## config.mk

```make
export PLATFORM = sky130hd
export DESIGN_NAME = grouped_irq_expander
export DESIGN_NICKNAME = d
export VERILOG_FILES = /design/src/rtl/gix_pkg.sv /design/src/rtl/gix_group_slice.sv /design/src/rtl/gix_cpu_gate.sv /design/src/rtl/grouped_irq_expander.sv
export SDC_FILE = /design/constraint.sdc
export NUM_CORES = 1
export LEC_CHECK = 0
export CORE_ASPECT_RATIO = 0.9
export CORE_MARGIN = 1.5
export CORE_UTILIZATION = 58
export DETAILED_ROUTE_END_ITERATION = 10
export DONT_BUFFER_PORTS = 1
export GPL_ROUTABILITY_DRIVEN = 1
export HOLD_SLACK_MARGIN = 0.1
export PLACE_DENSITY_LB_ADDON = 0.15
export SLEW_MARGIN = 20
export SYNTH_ARGS = -nofsm -noshare
export SYNTH_HDL_FRONTEND = slang
export SYNTH_HIERARCHICAL = 1
export SYNTH_SLANG_ARGS = --single-unit
```

## constraint.sdc

```tcl
create_clock -name clk -period 2.8 [get_ports clk]
set_input_delay 0.28 -clock clk [delete_from_list [all_inputs] [get_ports clk]]
set_output_delay 0.28 -clock clk [all_outputs]
set_load 0.01 [all_outputs]
```

## src/rtl/gix_pkg.sv

```systemverilog
// gix_pkg: shared constants for the grouped interrupt expander.
// Assumes: register addresses below NUM_GROUPS are the control registers,
// and enable registers start at NUM_GROUPS.
package gix_pkg;
    localparam int DEF_NUM_GROUPS = 16;
    localparam int DEF_SRCS       = 8;
    localparam int DEF_NEST_DEPTH = 4;
    localparam int DEF_VEC_W      = 8;

    // Control register addresses (enable registers live at NUM_GROUPS+g)
    localparam int ADDR_ACK  = 0;
    localparam int ADDR_MASK = 1;
    localparam int ADDR_GOFF = 2;
endpackage

```

## src/rtl/gix_group_slice.sv

```systemverilog
// gix_group_slice: one interrupt group. Holds sticky source flags, the
// enable byte and the acknowledge latch, drives the registered group line
// and reports the live winner for a vector fetch.
// Assumes: fetch is asserted only in the dispatch cycle of this group.
module gix_group_slice #(
    parameter int SRCS = 8,
    localparam int SW  = $clog2(SRCS)
) (
    input  logic            clk,
    input  logic            rst_n,
    input  logic [SRCS-1:0] src_pulse,
    input  logic            en_we,
    input  logic [SRCS-1:0] en_wdata,
    input  logic            ack_clr,
    input  logic            fetch,
    output logic            line_q,
    output logic            ack_q,
    output logic            hit,
    output logic [SW-1:0]   win_idx
);
    logic [SRCS-1:0] flag_q;
    logic [SRCS-1:0] en_q;
    logic [SRCS-1:0] cand;
    logic [SRCS-1:0] clr_mask;

    // Live candidates: flagged and enabled right now
    assign cand = flag_q & en_q;
    assign hit  = |cand;

    // Lowest-numbered candidate wins
    always_comb begin
        win_idx = '0;
        for (int i = SRCS - 1; i >= 0; i--) begin
            if (cand[i]) win_idx = SW'(i);
        end
    end

    // One-hot clear of the fetched source (none on a fallback fetch)
    always_comb begin
        clr_mask = '0;
        if (fetch && hit) clr_mask[win_idx] = 1'b1;
    end

    // Sticky flags: a new pulse beats a clear in the same cycle
    always_ff @(posedge clk) begin
        if (!rst_n) flag_q <= '0;
        else        flag_q <= (flag_q & ~clr_mask) | src_pulse;
    end

    // Enable byte written through the register port
    always_ff @(posedge clk) begin
        if (!rst_n)     en_q <= '0;
        else if (en_we) en_q <= en_wdata;
    end

    // Acknowledge latch: set by a fetch, cleared by software; fetch wins
    always_ff @(posedge clk) begin
        if (!rst_n)       ack_q <= 1'b0;
        else if (fetch)   ack_q <= 1'b1;
        else if (ack_clr) ack_q <= 1'b0;
    end

    // Registered group line, dropped at once in the fetch cycle
    always_ff @(posedge clk) begin
        if (!rst_n) line_q <= 1'b0;
        else        line_q <= hit && !ack_q && !fetch;
    end
endmodule

```

## src/rtl/gix_cpu_gate.sv

```systemverilog
// gix_cpu_gate: CPU-side pending latches, line mask, global interrupt-off
// bit and the nesting stack that a return pulse unwinds.
// Assumes: nesting never exceeds DEPTH; a deeper dispatch is not saved.
module gix_cpu_gate #(
    parameter int NG    = 16,
    parameter int DEPTH = 4,
    localparam int LW   = $clog2(NG),
    localparam int SPW  = $clog2(DEPTH + 1),
    localparam int IW   = $clog2(DEPTH)
) (
    input  logic          clk,
    input  logic          rst_n,
    input  logic [NG-1:0] grp_line,
    input  logic          mask_we,
    input  logic          goff_we,
    input  logic [NG-1:0] wdata,
    input  logic          irq_ret,
    output logic          take,
    output logic [LW-1:0] take_line,
    output logic          goff_q,
    output logic [NG-1:0] mask_q
);
    logic [NG-1:0]  pend_q;
    logic [NG-1:0]  eligible;
    logic [NG-1:0]  take_clr;
    logic [NG-1:0]  save_mask [DEPTH];
    logic [DEPTH-1:0] save_goff;
    logic [SPW-1:0] sp_q;
    logic [SPW-1:0] sp_dec;
    logic           can_pop;

    assign eligible = pend_q & mask_q;
    assign take     = (|eligible) && !goff_q && !irq_ret;
    assign can_pop  = irq_ret && (sp_q != '0);
    assign sp_dec   = sp_q - 1'b1;

    // Lowest-numbered eligible line is dispatched
    always_comb begin
        take_line = '0;
        for (int i = NG - 1; i >= 0; i--) begin
            if (eligible[i]) take_line = LW'(i);
        end
    end

    // Clear mask for the line being taken
    always_comb begin
        take_clr = '0;
        if (take) take_clr[take_line] = 1'b1;
    end

    // Pending latches: set by a group line, cleared on dispatch
    always_ff @(posedge clk) begin
        if (!rst_n) pend_q <= '0;
        else        pend_q <= (pend_q | grp_line) & ~take_clr;
    end

    // Global-off, mask and nesting stack; return beats dispatch beats write
    always_ff @(posedge clk) begin
        if (!rst_n) begin
            goff_q    <= 1'b1;
            mask_q    <= '0;
            sp_q      <= '0;
            save_goff <= '0;
            for (int d = 0; d < DEPTH; d++) save_mask[d] <= '0;
        end else if (can_pop) begin
            goff_q <= save_goff[sp_dec[IW-1:0]];
            mask_q <= save_mask[sp_dec[IW-1:0]];
            sp_q   <= sp_dec;
        end else begin
            if (take) begin
                goff_q <= 1'b1;
                if (sp_q != SPW'(DEPTH)) begin
                    save_goff[sp_q[IW-1:0]] <= goff_q;
                    save_mask[sp_q[IW-1:0]] <= mask_q;
                    sp_q <= sp_q + 1'b1;
                end
            end else if (goff_we) begin
                goff_q <= wdata[0];
            end
            if (mask_we) mask_q <= wdata;
        end
    end
endmodule

```

## src/rtl/grouped_irq_expander.sv

```systemverilog
// grouped_irq_expander: top level. Decodes the register write port,
// instantiates one slice per group and the CPU gate, and registers the
// late-resolved vector in the dispatch cycle.
// Assumes: SRCS_PER_GROUP <= NUM_GROUPS (enables use low write-data bits),
// NUM_GROUPS >= 3 so control addresses do not overlap enable addresses.
module grouped_irq_expander
    import gix_pkg::*;
#(
    parameter int NUM_GROUPS     = DEF_NUM_GROUPS,
    parameter int SRCS_PER_GROUP = DEF_SRCS,
    parameter int NEST_DEPTH     = DEF_NEST_DEPTH,
    parameter int VEC_W          = DEF_VEC_W,
    localparam int LW     = $clog2(NUM_GROUPS),
    localparam int SW     = $clog2(SRCS_PER_GROUP),
    localparam int NSRC   = NUM_GROUPS * SRCS_PER_GROUP,
    localparam int ADDR_W = LW + 1
) (
    input  logic                  clk,
    input  logic                  rst_n,
    input  logic [NSRC-1:0]       src_pulse,
    input  logic                  wr_en,
    input  logic [ADDR_W-1:0]     wr_addr,
    input  logic [NUM_GROUPS-1:0] wr_data,
    input  logic                  irq_ret,
    output logic                  vec_valid,
    output logic [VEC_W-1:0]      vec_idx,
    output logic                  vec_fallback,
    output logic [NUM_GROUPS-1:0] grp_line,
    output logic                  cpu_int_off
);
    logic                  ack_wr;
    logic                  mask_wr;
    logic                  goff_wr;
    logic                  take;
    logic [LW-1:0]         take_line;
    logic [NUM_GROUPS-1:0] ack_all;
    logic [NUM_GROUPS-1:0] hit_v;
    logic [SW-1:0]         win_v [NUM_GROUPS];
    logic [NUM_GROUPS-1:0] cpu_mask;
    logic                  hit_sel;
    logic [SW-1:0]         src_sel;

    // Control register decode
    assign ack_wr  = wr_en && (wr_addr == ADDR_W'(ADDR_ACK));
    assign mask_wr = wr_en && (wr_addr == ADDR_W'(ADDR_MASK));
    assign goff_wr = wr_en && (wr_addr == ADDR_W'(ADDR_GOFF));

    for (genvar g = 0; g < NUM_GROUPS; g++) begin : g_slice
        logic en_we;
        logic fetch;
        // Per-group enable decode and fetch select
        assign en_we = wr_en && (wr_addr == ADDR_W'(NUM_GROUPS + g));
        assign fetch = take && (take_line == LW'(g));

        gix_group_slice #(.SRCS(SRCS_PER_GROUP)) u_slice (
            .clk      (clk),
            .rst_n    (rst_n),
            .src_pulse(src_pulse[g*SRCS_PER_GROUP +: SRCS_PER_GROUP]),
            .en_we    (en_we),
            .en_wdata (wr_data[SRCS_PER_GROUP-1:0]),
            .ack_clr  (ack_wr && wr_data[g]),
            .fetch    (fetch),
            .line_q   (grp_line[g]),
            .ack_q    (ack_all[g]),
            .hit      (hit_v[g]),
            .win_idx  (win_v[g])
        );
    end

    gix_cpu_gate #(.NG(NUM_GROUPS), .DEPTH(NEST_DEPTH)) u_gate (
        .clk      (clk),
        .rst_n    (rst_n),
        .grp_line (grp_line),
        .mask_we  (mask_wr),
        .goff_we  (goff_wr),
        .wdata    (wr_data),
        .irq_ret  (irq_ret),
        .take     (take),
        .take_line(take_line),
        .goff_q   (cpu_int_off),
        .mask_q   (cpu_mask)
    );

    // Late vector resolution from the live state of the taken group
    assign hit_sel = hit_v[take_line];
    assign src_sel = hit_sel ? win_v[take_line] : '0;

    // Registered vector outputs
    always_ff @(posedge clk) begin
        if (!rst_n) begin
            vec_valid    <= 1'b0;
            vec_idx      <= '0;
            vec_fallback <= 1'b0;
        end else begin
            vec_valid    <= take;
            vec_fallback <= take && !hit_sel;
            if (take) vec_idx <= VEC_W'({take_line, src_sel});
        end
    end
endmodule

```

; Word level (Yosys, flattened, before mapping)
; Memories as Yosys holds them, arrays and structs flattened.
; Index checks and enable logic that the tools add are counted.
[totals]
n_memories = 1
out_inout_bits = 27
ff_bits = 337
ramBits = 64
word_cells = 671
[op_classes]
add_sub_neg = 2
mux = 255
eq_ne = 34
n_reduce_logical = 199
order_cmp = 38
n_bitwise = 70
[mem_list]
columns = name, depth, word_bits, read_ports, rd_ports_with_merged_regs, write_ports, line_no
row1 = u_gate.save_mask, 4, 16, 1, 0, 4, gix_cpu_gate.sv:26  ; logic [NG-1:0] save_mask [DEPTH];
[ops]
columns = op, count
row1 = $mux W3, 134
row2 = $and A8 B8 Y8, 32
row3 = $mux W8, 16
row4 = $not A8 Y8, 16
row5 = $or A8 B8 Y8, 16
row6 = $reduce_or A8 Y1, 16
row7 = $logic_and A1 B1 Y1, 121
row8 = $eq A5 B5 Y1 const B, 16
row9 = $lt A3 B4 Y1 const B, 16
row10 = $mux W16, 4
row11 = $mux W4, 16
row12 = $mux W1, 62
row13 = $demux W1 S3, 16
row14 = $ge A3 B1 Y1 const B, 16
row15 = $reduce_bool A2 Y1, 19
row16 = $logic_not A1 Y1, 35
row17 = $and A16 B16 Y16, 2
row18 = $eq A4 B4 Y1 const B, 8
row19 = $reduce_or A16 Y1, 2
row20 = $eq A4 B3 Y1 const B, 4
row21 = $not A16 Y16, 1
row22 = $or A16 B16 Y16, 1
row23 = $bmux W3 S4, 1
row24 = $eq A4 B2 Y1 const B, 2
row25 = 24 further kinds, 26

; Logic depth before layout (Yosys ltp)
; Gate-level depths: netlist (run 1).
[logic_depth]
word_depth = 24
depth_mapped = 14

; By module
; Netlist (run 1), hierarchy kept.
[modules_own_cells]
columns = module, area_each_um2, n_inst, cells_each
row1 = gix_group_slice, 830.8, 16, 85
row2 = gix_cpu_gate, 4819.6, 1, 386
row3 = grouped_irq_expander, 1265.0, 1, 143

; Worst setup path after synthesis (run 1)
; OpenSTA, ideal clock, no wires.
[synth_path]
path_type = register -> register
from = register u_gate.mask_q[5]
to = register g_slice[0].u_slice.flag_q[6]
path_slack_ns = 0.012
path_buffers = 4
required_time_ns = 2.675
path_stages_with_launch = 13
arrival_time_ns = 2.663
path_cell_list = dfxtp_1 a222oi_1 inv_1 a211oi_1 a211o_1 clkinv_1 buf_6 buf_12 clkbuf_1 nor4_1 clkbuf_2 nand3_1 o41a_1
[synth_between]
elab_chain_cells = 14
elab_cells_between_ends = 17
classes_between = 7 x mux / 4 x bitwise / 6 x reduce/logical
[synth_lines]
columns = item, line_no
row1 = "start, declared", gix_cpu_gate.sv:21  ; output logic [NG-1:0] mask_q
row2 = "start signal, assigned", gix_cpu_gate.sv:67  ; mask_q <= save_mask[sp_dec[IW-1:0]];
row3 = "start signal, assigned", gix_cpu_gate.sv:80  ; if (mask_we) mask_q <= wdata;
row4 = $and A16 B16 Y16, gix_cpu_gate.sv:32  ; assign eligible = pend_q & mask_q;
row5 = $mux W4 (6 in a row), gix_cpu_gate.sv:41  ; if (eligible[i]) take_line = LW'(i);
row6 = via take_line[0], grouped_irq_expander.sv:35  ; logic [LW-1:0] take_line;
row7 = $logic_not A4 Y1, grouped_irq_expander.sv:53  ; assign fetch = take && (take_line == LW'(g));
row8 = $logic_and A1 B1 Y1, grouped_irq_expander.sv:53
row9 = via g_slice[0].fetch, grouped_irq_expander.sv:50  ; logic fetch;
row10 = $logic_and A1 B1 Y1, gix_group_slice.sv:41  ; if (fetch && hit) clr_mask[win_idx] = 1'b1;
row11 = $mux W8, gix_group_slice.sv:41
row12 = $not A8 Y8, gix_group_slice.sv:47  ; else flag_q <= (flag_q & ~clr_mask) | src_pulse;
row13 = $and A8 B8 Y8, gix_group_slice.sv:47
row14 = $or A8 B8 Y8, gix_group_slice.sv:47
row15 = "end signal, assigned", gix_group_slice.sv:47
row16 = "end, declared", gix_group_slice.sv:21  ; logic [SRCS-1:0] flag_q;
; The timed path passes the listed nets, and every way through them passes these cells.
; A chain may end at the register's enable or synchronous reset.

; Final worst setup path (run 1)
[layout_path]
from = register u_gate.mask_q[6]
to = register g_slice[2].u_slice.ack_q
[layout_between]
elab_chain_cells = 11
elab_cells_between_ends = 15
classes_between = 1 x eq/ne / 8 x mux / 1 x bitwise / 5 x reduce/logical
[layout_lines]
columns = item, line_no
row1 = $and A16 B16 Y16 (*), gix_cpu_gate.sv:32
row2 = $mux W4 (*) (7 in a row), gix_cpu_gate.sv:41
row3 = via take_line[3], grouped_irq_expander.sv:35
row4 = $eq A4 B2 Y1 (*), grouped_irq_expander.sv:53
row5 = $logic_and A1 B1 Y1 (*), grouped_irq_expander.sv:53
row6 = via g_slice[2].fetch, grouped_irq_expander.sv:50
row7 = $mux W1 or $reduce_bool A2 Y1 (tied branches), n/a
row8 = "end signal, assigned", gix_group_slice.sv:58  ; if (!rst_n) ack_q <= 1'b0;
row9 = "end signal, assigned", gix_group_slice.sv:59  ; else if (fetch) ack_q <= 1'b1;
row10 = "end signal, assigned", gix_group_slice.sv:60  ; else if (ack_clr) ack_q <= 1'b0;
row11 = "end, declared", gix_group_slice.sv:17  ; output logic ack_q,
; The timed path passes the listed nets; every way through them passes the cells marked *.

==> flow_summary.html, run 1 <==
<table>
<tr><th>Metric</th><th>Value</th></tr>
<tr><th colspan="2">Status</th></tr>
<tr><td>Outcome</td><td>finished clean</td></tr>
<tr><th colspan="2">Flow run</th></tr>
<tr><td>Max-capacitance violation count</td><td>0</td></tr>
<tr><th colspan="2">Place</th></tr>
<tr><td>Count of input and output buffers</td><td>0</td></tr>
<tr><td>Global placement routability congestion</td><td>0.894</td></tr>
<tr><td>Placed Area</td><td>0.0202 mm2</td></tr>
<tr><td>Placed cells</td><td>2317</td></tr>
<tr><td>Sum of net half-perimeters after detailed placement</td><td>36.4 mm</td></tr>
<tr><th colspan="2">Setup path</th></tr>
<tr><td>Number of cells on the worst reg-to-reg path</td><td>10</td></tr>
<tr><td>Reg2reg end</td><td>g_slice[2].u_slice/ack_q$_SDFFE_PN0P_</td></tr>
<tr><td>Crit path arrival time</td><td>3.16 ns</td></tr>
<tr><td>Maximum fanout encountered on the critical timing path</td><td>9</td></tr>
<tr><td>WS Path Type</td><td>reg -&gt; reg</td></tr>
<tr><td>Nature of the critical path endpoint</td><td>register</td></tr>
<tr><td>Ordered cell list for the critical path</td><td>a22oi_2 &gt; buf_4 &gt; and4_1 &gt; and2_4 &gt; buf_4 &gt; nand2b_1 &gt; nor3_1 &gt; buf_4 &gt; o21a_1 &gt; dlygate4sd3_1</td></tr>
<tr><td>Maximum single-stage delay on the critical path</td><td>around 0.56 ns</td></tr>
<tr><td>Critical path buffers and inverters</td><td>4</td></tr>
<tr><td>Family with the most delay on the worst path</td><td>buffers and inverters</td></tr>
<tr><td>Kind of start point of the critical path</td><td>register</td></tr>
<tr><td>Required time of the critical path</td><td>3.23 ns</td></tr>
<tr><td>Cell type with the highest occurrence count on the critical path</td><td>buf_4</td></tr>
<tr><td>Register-to-register setup slack</td><td>0.07 ns</td></tr>
<tr><td>Cell with the largest stage delay on the worst path</td><td>dlygate4sd3_1</td></tr>
<tr><td>Worst flop-to-flop path startpoint</td><td>u_gate/mask_q[6]$_SDFFE_PN0P_</td></tr>
<tr><th colspan="2">Power and ir drop</th></tr>
<tr><td>Leakage power</td><td>9.60 nW</td></tr>
<tr><td>Register share of total power</td><td>0.460</td></tr>
<tr><td>Pwr per Cell Area</td><td>569 mW/mm2</td></tr>
<tr><td>Proportion of total power due to net switching</td><td>0.256</td></tr>
<tr><td>Clock network fraction of total power</td><td>0.406</td></tr>
<tr><td>Sw power</td><td>3.61 mW</td></tr>
<tr><td>Cell Int Power</td><td>around 10 mW</td></tr>
<tr><td>Max IR drop VDD</td><td>slightly below 0.0005 V</td></tr>
<tr><td>Combinational share of power</td><td>0.134</td></tr>
<tr><td>Total power after layout</td><td>14.1 mW</td></tr>
<tr><th colspan="2">Min path</th></tr>
<tr><td>Endpoint of the worst hold path</td><td>g_slice[9].u_slice/en_q[1]$_SDFFE_PN0P_</td></tr>
<tr><td>Start point of the worst min-delay path</td><td>wr_data[1]</td></tr>
<tr><td>Hold Path Depth</td><td>3</td></tr>
<tr><td>Worst min-delay path class</td><td>in -&gt; reg</td></tr>
<tr><th colspan="2">Cells and area</th></tr>
<tr><td>Filler-free cell count of the finished design</td><td>between 2000 and 3000</td></tr>
<tr><td>Area growth from synthesis to layout</td><td>27.9%</td></tr>
<tr><td>Fraction of layout cells with a size suffix above 1</td><td>0.126</td></tr>
<tr><td>Finished Core Util</td><td>0.752</td></tr>
<tr><td>Finished layout cell area</td><td>0.0248 mm2</td></tr>
<tr><td>Number of nets at the end of the flow</td><td>2405</td></tr>
<tr><th colspan="2">GRT</th></tr>
<tr><td>Largest net degree at the start of global routing</td><td>184</td></tr>
<tr><td>First-pass GRT wire length</td><td>between 90 and 100 mm</td></tr>
<tr><td>Grt total ovfl</td><td>0</td></tr>
<tr><td>Antenna violations before repair</td><td>3</td></tr>
<tr><td>Total GRT Usage</td><td>0.343</td></tr>
<tr><td>Vias in the first global route</td><td>16533</td></tr>
<tr><th colspan="2">Floorplan</th></tr>
<tr><td>Die H</td><td>approximately 180 um</td></tr>
<tr><td>I/O Pins</td><td>180</td></tr>
<tr><td>Std-Cell Core Area</td><td>between 0.03 and 0.04 mm2</td></tr>
<tr><td>Overall die area</td><td>0.0345 mm2</td></tr>
<tr><td>Std-Cell Rows</td><td>63</td></tr>
<tr><td>Starting Density</td><td>0.588</td></tr>
<tr><td>Die span in x</td><td>roughly 200 um</td></tr>
<tr><th colspan="2">Clock tree</th></tr>
<tr><td>Clock latency at the later pin of the worst-skew pair</td><td>0.55 ns</td></tr>
<tr><td>H-tree depth</td><td>2</td></tr>
<tr><td>Clock buffers created by TritonCTS</td><td>42</td></tr>
<tr><td>Buffer levels on the longest clock path</td><td>3</td></tr>
<tr><td>CTS tree</td><td>done</td></tr>
<tr><td>CTS sink count</td><td>401</td></tr>
<tr><td>Worst-path clk slew</td><td>0.06 ns</td></tr>
<tr><td>CTS Root Cell</td><td>clkbuf_16</td></tr>
<tr><th colspan="2">Detailed routing</th></tr>
<tr><td>Routed length per placed instance</td><td>roughly 22 um</td></tr>
<tr><td>Count of antenna-violating nets left after detailed routing</td><td>0</td></tr>
<tr><td>First-pass DRT Iterations</td><td>5</td></tr>
<tr><td>DRC errors left</td><td>0</td></tr>
<tr><td>Number of DRC violations after detailed-routing iteration 0</td><td>1288</td></tr>
<tr><td>DR vias</td><td>16744</td></tr>
<tr><td>Final wirelength</td><td>60.3 mm</td></tr>
<tr><td>Number of vias per cell after detailed routing</td><td>6.19</td></tr>
<tr><th colspan="2">Logic synthesis</th></tr>
<tr><td>Mapped Area</td><td>0.0194 mm2</td></tr>
<tr><td>Largest area contributor in the synthesized netlist</td><td>dfxtp_1</td></tr>
<tr><td>Main flop type after synthesis</td><td>dfxtp_1</td></tr>
<tr><td>Number of instances in the synthesized netlist</td><td>1889</td></tr>
<tr><td>Flops &amp; latches, synth</td><td>around 400</td></tr>
<tr><td>Number of warnings issued by yosys</td><td>6</td></tr>
<tr><td>Top-area cell type share of the netlist area</td><td>0.348</td></tr>
<tr><td>Part of the Yosys area used for sequential elements</td><td>0.447</td></tr>
<tr><td>Fraction of registers with async set or reset after synthesis</td><td>0</td></tr>
<tr><td>Number of library cell types mapped by synthesis</td><td>64</td></tr>
<tr><td>Number of enable-type register cells in the synthesized netlist</td><td>64</td></tr>
<tr><td>Average size of a mapped cell</td><td>~10 um2</td></tr>
<tr><td>Net count of the mapped netlist</td><td>2047</td></tr>
<tr><td>Cell types with the largest area share after synthesis</td><td>dfxtp_1 35%, edfxtp_1 9.9%, mux2i_1 7.7%</td></tr>
<tr><th colspan="2">Timing</th></tr>
<tr><td>Worst slew margin relative to its limit</td><td>0.280</td></tr>
<tr><td>Number of setup violations in the final report</td><td>0</td></tr>
<tr><td>Clk_skew</td><td>0.0144 ns</td></tr>
<tr><td>Number of hold violations in the final report</td><td>0</td></tr>
<tr><td>Share of the clock period used by the worst path after layout</td><td>0.976</td></tr>
<tr><td>Fin. max-slew vios</td><td>0</td></tr>
<tr><td>Fmax achieved</td><td>366 MHz</td></tr>
<tr><td>Minimum clock period</td><td>2.73 ns</td></tr>
<tr><td>Pin slew with the least headroom to its limit</td><td>1.08 ns</td></tr>
<tr><td>Final worst hold slack</td><td>0.162 ns</td></tr>
</table>
## power by group through the flow
stage	sequential, mW	clock [mW]	combinational (mW)
floorplan	6.50	0	1.07
global placement	6.56	0	1.41
detailed placement	6.58	0	1.44
CTS	6.45	5.79	1.84
global route	6.52	6.00	2.03
finish	6.49	5.73	1.89
## per-layer routing
metal / GRT usage / wire length, um / share of wire / vias to the layer above
li1: - / - / - / 7722
met5: 0 / 0 / 0 / -
met3: 0.0686 / 4550 / 0.075 / 174
met2: 0.556 / 27800 / 0.46 / 640
met1: 0.448 / 25300 / 0.42 / 8208
met4: 0.146 / 2580 / 0.043 / 0
## cell usage after synthesis (all sizes together) (46+ instances only)
master / instances
dfxtp: 337
nand2: 147
and2: 86
clkbuf: 46
a21oi: 58
nor2b: 182
o21ai: 66
mux2i: 150
a31oi: 47
nor2: 121
nand3: 71
edfxtp: 64
a22o: 49
o21a: 66
## cell type report
| type | instances | area [um2] |
|---|---|---|
| diodes | 2 | 5.00 |
| clock buffers | 62 | 1230 |
| clock inverters | 15 | 176 |
| fillers | 2267 | 8170 |
| inverters | 23 | 88.8 |
| multi-input cells | 1384 | 10300 |
| flip-flops and latches | 401 | 8680 |
| well taps | 422 | 528 |
| repair buffers | 395 | 3780 |
## worst max-delay path by stage
stage,startpoint,end,slack [ns],cells past startpoint
floorplan,u_gate/mask_q[5]$_SDFFE_PN0P_,g_slice[0].u_slice/flag_q[6]$_SDFF_PN0_,0.01,12
global placement,u_gate/mask_q[5]$_SDFFE_PN0P_,g_slice[8].u_slice/flag_q[6]$_SDFF_PN0_,0.11,10
detailed placement,u_gate/mask_q[7]$_SDFFE_PN0P_,g_slice[8].u_slice/flag_q[6]$_SDFF_PN0_,0.1,10
CTS,u_gate/mask_q[7]$_SDFFE_PN0P_,g_slice[12].u_slice/line_q$_SDFF_PN0_,0.01,11
global route,u_gate/mask_q[6]$_SDFFE_PN0P_,g_slice[2].u_slice/ack_q$_SDFFE_PN0P_,-0.04,10
finish,u_gate/mask_q[6]$_SDFFE_PN0P_,g_slice[2].u_slice/ack_q$_SDFFE_PN0P_,0.07,10
## layout by cell type (no fill, tap or decap), types with 5 or more instances in the layout
cell type and instances:
edfxtp_1 64, nor3_1 7, nand3b_1 6, buf_12 5
o221ai_4 16, o41a_1 32, clkbuf_16 45, a22oi_1 37
and2_1 84, inv_1 21, a22o_1 33, nand2b_2 17
o31a_1 16, a31oi_1 46, o211a_1 17, ha_1 5
nand3_1 71, and3_1 39, a22oi_2 8, o21a_1 65
nand4_1 19, a32oi_2 16, o21ai_0 65, nor2_1 121
buf_4 94, mux2i_1 150, nor2b_1 182, dlygate4sd3_1 294
dfxtp_1 329, a21oi_1 58, nand2b_1 9, a22o_4 16
dfxtp_2 8, a21boi_0 17, nand2_1 146, clkbuf_1 13
clkinv_2 8, mux4_1 6, mux4_2 27, a21o_1 16
## through the flow
stage,setup slack [ns],TNS (ns)
2_1_floorplan,0.0116,0
3_3_place_gp,0.108,0
3_5_place_dp,0.0991,0
4_1_cts,0.0124,0
5_1_grt,-0.0426,-0.0486
6_report,0.0682,0
## registers in the layout, indices dropped and copies added, names as in the netlist
signal and cells:
vec_fallback 1, g_slice.u_slice/flag_q 128, g_slice.u_slice/line_q 16, u_gate/goff_q 1, u_gate/save_goff 4, g_slice.u_slice/en_q 128
u_gate/mask_q 16, g_slice.u_slice/ack_q 16, u_gate/sp_q 3, u_gate/save_mask 64, u_gate/pend_q 16, vec_idx 7
vec_valid 1
## kinds of logic (layout without fill, tap and decap cells)
logic type               after synthesis  after routing  share of synthesized area
AO/OA/AOI/OAI                        475            475                      0.209
adder cells (fa/ha/maj)                5              5                    0.00323
multiplexers                         184            184                      0.118
AND/OR/NAND/NOR                      719            719                      0.197
flip-flops                           401            401                      0.447
other                                  1              3                   0.000194
buffers and inverters                104            495                     0.0258
## worst min-delay path: cells and delay by family
kind | cells | cell delay, ns
multiplexers | 1 | 0.10
buffers and inverters | 1 | 0.16
AND/OR/NAND/NOR | 1 | 0.10
## timing repair
| action | CTS | global route |
|---|---|---|
| gates resized for setup | 0 | 25 |
| hold buffers | 300 | 0 |
| endpoints found under the setup margin | 0 | 48 |
| setup buffers | 0 | 8 |
| endpoints found under the hold margin | 336 | 0 |
No activity file was read; power rests on OpenSTA's default activity.
==> run 2, diff against run 1 <==
--- a/config.mk
+++ b/config.mk
@@ -7,12 +7,13 @@
 export LEC_CHECK = 0
 export CORE_ASPECT_RATIO = 0.9
 export CORE_MARGIN = 1.5
-export CORE_UTILIZATION = 58
+export CORE_UTILIZATION = 50
 export DETAILED_ROUTE_END_ITERATION = 10
 export DONT_BUFFER_PORTS = 1
 export GPL_ROUTABILITY_DRIVEN = 1
 export HOLD_SLACK_MARGIN = 0.1
 export PLACE_DENSITY_LB_ADDON = 0.15
+export SETUP_SLACK_MARGIN = 0.5
 export SLEW_MARGIN = 20
 export SYNTH_ARGS = -nofsm -noshare
 export SYNTH_HDL_FRONTEND = slang
==> flow_summary.html, run 2 (synthesized netlist as in run 1, its figures left out) <==
<table>
<tr><th>Metric</th><th>Value</th></tr>
<tr><th colspan="2">Status</th></tr>
<tr><td>Outcome</td><td>finished clean</td></tr>
<tr><th colspan="2">Cells and area</th></tr>
<tr><td>Fraction of layout cells with a size suffix above 1</td><td>0.185 (+0.0588)</td></tr>
<tr><td># fillers</td><td>2835 (+25%)</td></tr>
<tr><td>Number of nets at the end of the flow</td><td>2553 (+6.2%)</td></tr>
<tr><td>Finished Core Util</td><td>0.704 (-0.0481)</td></tr>
<tr><td>Registers with the most flip-flops</td><td>g_slice.u_slice/en_q x128, g_slice.u_slice/flag_q x128, u_gate/save_mask x64</td></tr>
<tr><td>Most common cell after layout, fill and taps aside</td><td>dlygate4sd3_1</td></tr>
<tr><td>Commonest non-fill, non-tap cells in the layout</td><td>390 x dlygate4sd3_1, 313 x dfxtp_1, 182 x nor2b_1</td></tr>
<tr><td>Area growth from synthesis to layout</td><td>39.1%</td></tr>
<tr><th colspan="2">GRT</th></tr>
<tr><td>Total GRT Usage</td><td>0.307 (-0.0354)</td></tr>
<tr><td>Grt total ovfl</td><td>0 (unchanged)</td></tr>
<tr><td>Vias in the first global route</td><td>17041 (+3.1%)</td></tr>
<tr><td>Largest net degree at the start of global routing</td><td>344 (+87%)</td></tr>
<tr><td>Antenna violations before repair</td><td>6 (+3)</td></tr>
<tr><td>First-pass GRT wire length</td><td>95.7 mm (+3.5%)</td></tr>
<tr><th colspan="2">Floorplan</th></tr>
<tr><td>Die span in x</td><td>211 um (+7.6%)</td></tr>
<tr><td>Die H</td><td>190 um (+7.6%)</td></tr>
<tr><td>Std-Cell Rows</td><td>68 (+7.9%)</td></tr>
<tr><td>Starting Density</td><td>0.506 (-0.0820)</td></tr>
<tr><td>Overall die area</td><td>0.0399 mm2 (+16%)</td></tr>
<tr><td>I/O Pins</td><td>180 (unchanged)</td></tr>
<tr><td>Std-Cell Core Area</td><td>0.0383 mm2 (+16%)</td></tr>
<tr><th colspan="2">Place</th></tr>
<tr><td>Sum of net half-perimeters after detailed placement</td><td>37.8 mm (+4.0%)</td></tr>
<tr><td>Count of input and output buffers</td><td>0 (unchanged)</td></tr>
<tr><td>Global placement routability congestion</td><td>0.872 (-2.4%)</td></tr>
<tr><td>Dpl ws</td><td>0.0861 ns (-0.0130 ns)</td></tr>
<tr><th colspan="2">Detailed routing</th></tr>
<tr><td>Number of DRC violations after detailed-routing iteration 0</td><td>1426 (+11%)</td></tr>
<tr><td>DRC errors left</td><td>0 (unchanged)</td></tr>
<tr><td>First-pass DRT Iterations</td><td>6 (+1)</td></tr>
<tr><td>Final wirelength</td><td>64.0 mm (+6.2%)</td></tr>
<tr><td>DR vias</td><td>17196 (+2.7%)</td></tr>
<tr><td>Count of antenna-violating nets left after detailed routing</td><td>0 (unchanged)</td></tr>
<tr><td>Routed length per placed instance</td><td>21.9 um (-1.6%)</td></tr>
<tr><td>Number of vias per cell after detailed routing</td><td>5.89 (-4.8%)</td></tr>
<tr><th colspan="2">Clock tree</th></tr>
<tr><td>Buffer levels on the longest clock path</td><td>3 (unchanged)</td></tr>
<tr><td>Clock latency at the later pin of the worst-skew pair</td><td>0.55 ns (about the same)</td></tr>
<tr><td>CTS Root Cell</td><td>clkbuf_16</td></tr>
<tr><td>H-tree depth</td><td>2 (unchanged)</td></tr>
<tr><td>Clock buffers created by TritonCTS</td><td>44 (+4.8%)</td></tr>
<tr><td>Worst-path clk slew</td><td>0.06 ns (about the same)</td></tr>
<tr><td>CTS tree</td><td>done</td></tr>
<tr><td>CTS sink count</td><td>401 (unchanged)</td></tr>
<tr><th colspan="2">Timing</th></tr>
<tr><td>Fin. max-slew vios</td><td>0 (unchanged)</td></tr>
<tr><td>Worst slew margin relative to its limit</td><td>0.473 (+0.193)</td></tr>
<tr><td>Clk_skew</td><td>0.0124 ns (-0.00200 ns)</td></tr>
<tr><td>Number of hold violations in the final report</td><td>0 (unchanged)</td></tr>
<tr><td>Accumulated negative setup slack</td><td>0 ns (unchanged)</td></tr>
<tr><td>Minimum clock period</td><td>2.54 ns (-0.187 ns)</td></tr>
<tr><td>Pin slew with the least headroom to its limit</td><td>0.790 ns (-0.286 ns)</td></tr>
<tr><td>RSZ-0062 raised after global routing</td><td>true</td></tr>
<tr><td>Fmax achieved</td><td>393 MHz (+7.4%)</td></tr>
<tr><td>Final worst hold slack</td><td>0.0871 ns (-0.0752 ns)</td></tr>
<tr><td>Number of setup violations in the final report</td><td>0 (unchanged)</td></tr>
<tr><td>Share of the clock period used by the worst path after layout</td><td>0.909 (-0.0669)</td></tr>
<tr><td>Setup WS post-layout</td><td>0.256 ns (+0.187 ns)</td></tr>
<tr><th colspan="2">Setup path</th></tr>
<tr><td>Kind of start point of the critical path</td><td>register</td></tr>
<tr><td>Ordered cell list for the critical path</td><td>a22o_1 &gt; o211ai_1 &gt; a31oi_1 &gt; or2b_4 &gt; clkinv_8 &gt; buf_12 &gt; nand2_4 &gt; nor3_2 &gt; buf_6 &gt; nand3_2 &gt; o41a_1</td></tr>
<tr><td>Worst setup path start</td><td>u_gate/mask_q[13]$_SDFFE_PN0P_</td></tr>
<tr><td>Critical path buffers and inverters</td><td>3 (-1)</td></tr>
<tr><td>Crit path arrival time</td><td>2.97 ns (-0.19 ns)</td></tr>
<tr><td>Maximum fanout encountered on the critical timing path</td><td>8 (-1)</td></tr>
<tr><td>WS Path Type</td><td>reg -&gt; reg</td></tr>
<tr><td>Family with the most delay on the worst path</td><td>compound AO/OA/AOI/OAI gates</td></tr>
<tr><td>Required time of the critical path</td><td>3.23 ns (about the same)</td></tr>
<tr><td>Worst flop-to-flop path startpoint</td><td>u_gate/mask_q[13]$_SDFFE_PN0P_</td></tr>
<tr><td>Nature of the critical path endpoint</td><td>register</td></tr>
<tr><td>Cell with the largest stage delay on the worst path</td><td>dfxtp_2</td></tr>
<tr><td>Maximum single-stage delay on the critical path</td><td>0.37 ns (-0.19 ns)</td></tr>
<tr><th colspan="2">Min path</th></tr>
<tr><td>Start point of the worst min-delay path</td><td>wr_data[15]</td></tr>
<tr><td>Worst min-delay path class</td><td>in -&gt; reg</td></tr>
<tr><th colspan="2">Power and ir drop</th></tr>
<tr><td>Max IR drop VDD</td><td>0.000568 V (+17%)</td></tr>
<tr><td>Pwr per Cell Area</td><td>522 mW/mm2 (-8.3%)</td></tr>
<tr><td>Leakage power</td><td>10.3 nW (+7.5%)</td></tr>
<tr><th colspan="2">Flow run</th></tr>
<tr><td>Max-capacitance violation count</td><td>0 (unchanged)</td></tr>
</table>
==> run 2: changes by cell type in the layout (fill, tap and decap cells not counted), sizes merged <==
cell / previous run / this run
dlygate4sd3: 294 / 390
buf: 101 / 147
clkbuf: 62 / 67
bufinv: 4 / 1
clkinv: 11 / 10
clkinvlp: 0 / 1
diode: 2 / 3
inv: 23 / 24
==> run 2: path summary, 6_finish.rpt <==
check | slack, ns | cells past startpoint | endpoint
setup / recovery | 0.26 | 11 | g_slice[11].u_slice/flag_q[6]$_SDFF_PN0_
hold / removal | 0.09 | 3 | g_slice[15].u_slice/ack_q$_SDFFE_PN0P_
setup reg to reg | 0.26 | 11 | g_slice[11].u_slice/flag_q[6]$_SDFF_PN0_
hold reg to reg | 0.52 | 2 | u_gate/save_goff[0]$_SDFFE_PN0P_
==> run 2: where the power goes <==
part | total, mW | leakage (nW) | switching (mW) | internal, mW
registers | 6.52 | 3.43 | 0.340 | 6.18
logic | 2.07 | 6.24 | 0.994 | 1.08
clock network | 5.49 | 0.649 | 2.34 | 3.14
total | 14.1 | 10.3 | 3.67 | 10.4
==> run 2: layout make-up <==
cell class,count,area [um2],area share
clock inverters,11,81.3,0.00302
inverters,23,106,0.00395
well taps,490,613,0.0227
multi-input cells,1384,10800,0.401
repair buffers,539,5360,0.199
diodes,3,7.51,0.000278
clock buffers,65,1240,0.0460
repair inverters,2,22.5,0.000835
flip-flops and latches,401,8710,0.323
==> run 2: routing by layer <==
layer  share of wire  global-route usage  wire, um  vias up
met5         0.00052                   0        33        -
met4           0.044               0.140      2800        4
met3           0.071              0.0604      4530      157
met2            0.47               0.501     29800      621
met1            0.42               0.396     26700     8397
li1                -                   -         -     8017
==> run 2: through the flow <==
| stage | area [um2] | power, mW | std cells |
|---|---|---|---|
| 3_5_place_dp | 20500 | 8.00 | 2379 |
| 2_1_floorplan | 19700 | 7.59 | 1889 |
| 3_3_place_gp | 20500 | 7.95 | 2379 |
| 5_1_grt | 27000 | 14.6 | 2918 |
| 6_report | 27000 | 14.1 | 2918 |
| 4_1_cts | 26100 | 14.0 | 2866 |
==> run 2: worst reg2reg max path, delay by kind of cell, from the launching register on <==
kind                   cells  cell delay, ns
buffers and inverters      3            0.41
AND/OR/NAND/NOR            4            0.72
flip-flops                 1            0.37
AO/OA/AOI/OAI              4            0.93
==> run 2: what timing repair did <==
item                                    CTS  global route
gates cloned                              2             3
setup buffers                            18            38
hold buffers                            391            10
pin swaps                                11            34
resized for setup                        39           119
endpoints found under the setup margin  266           231
hold endpoints to repair                336            84
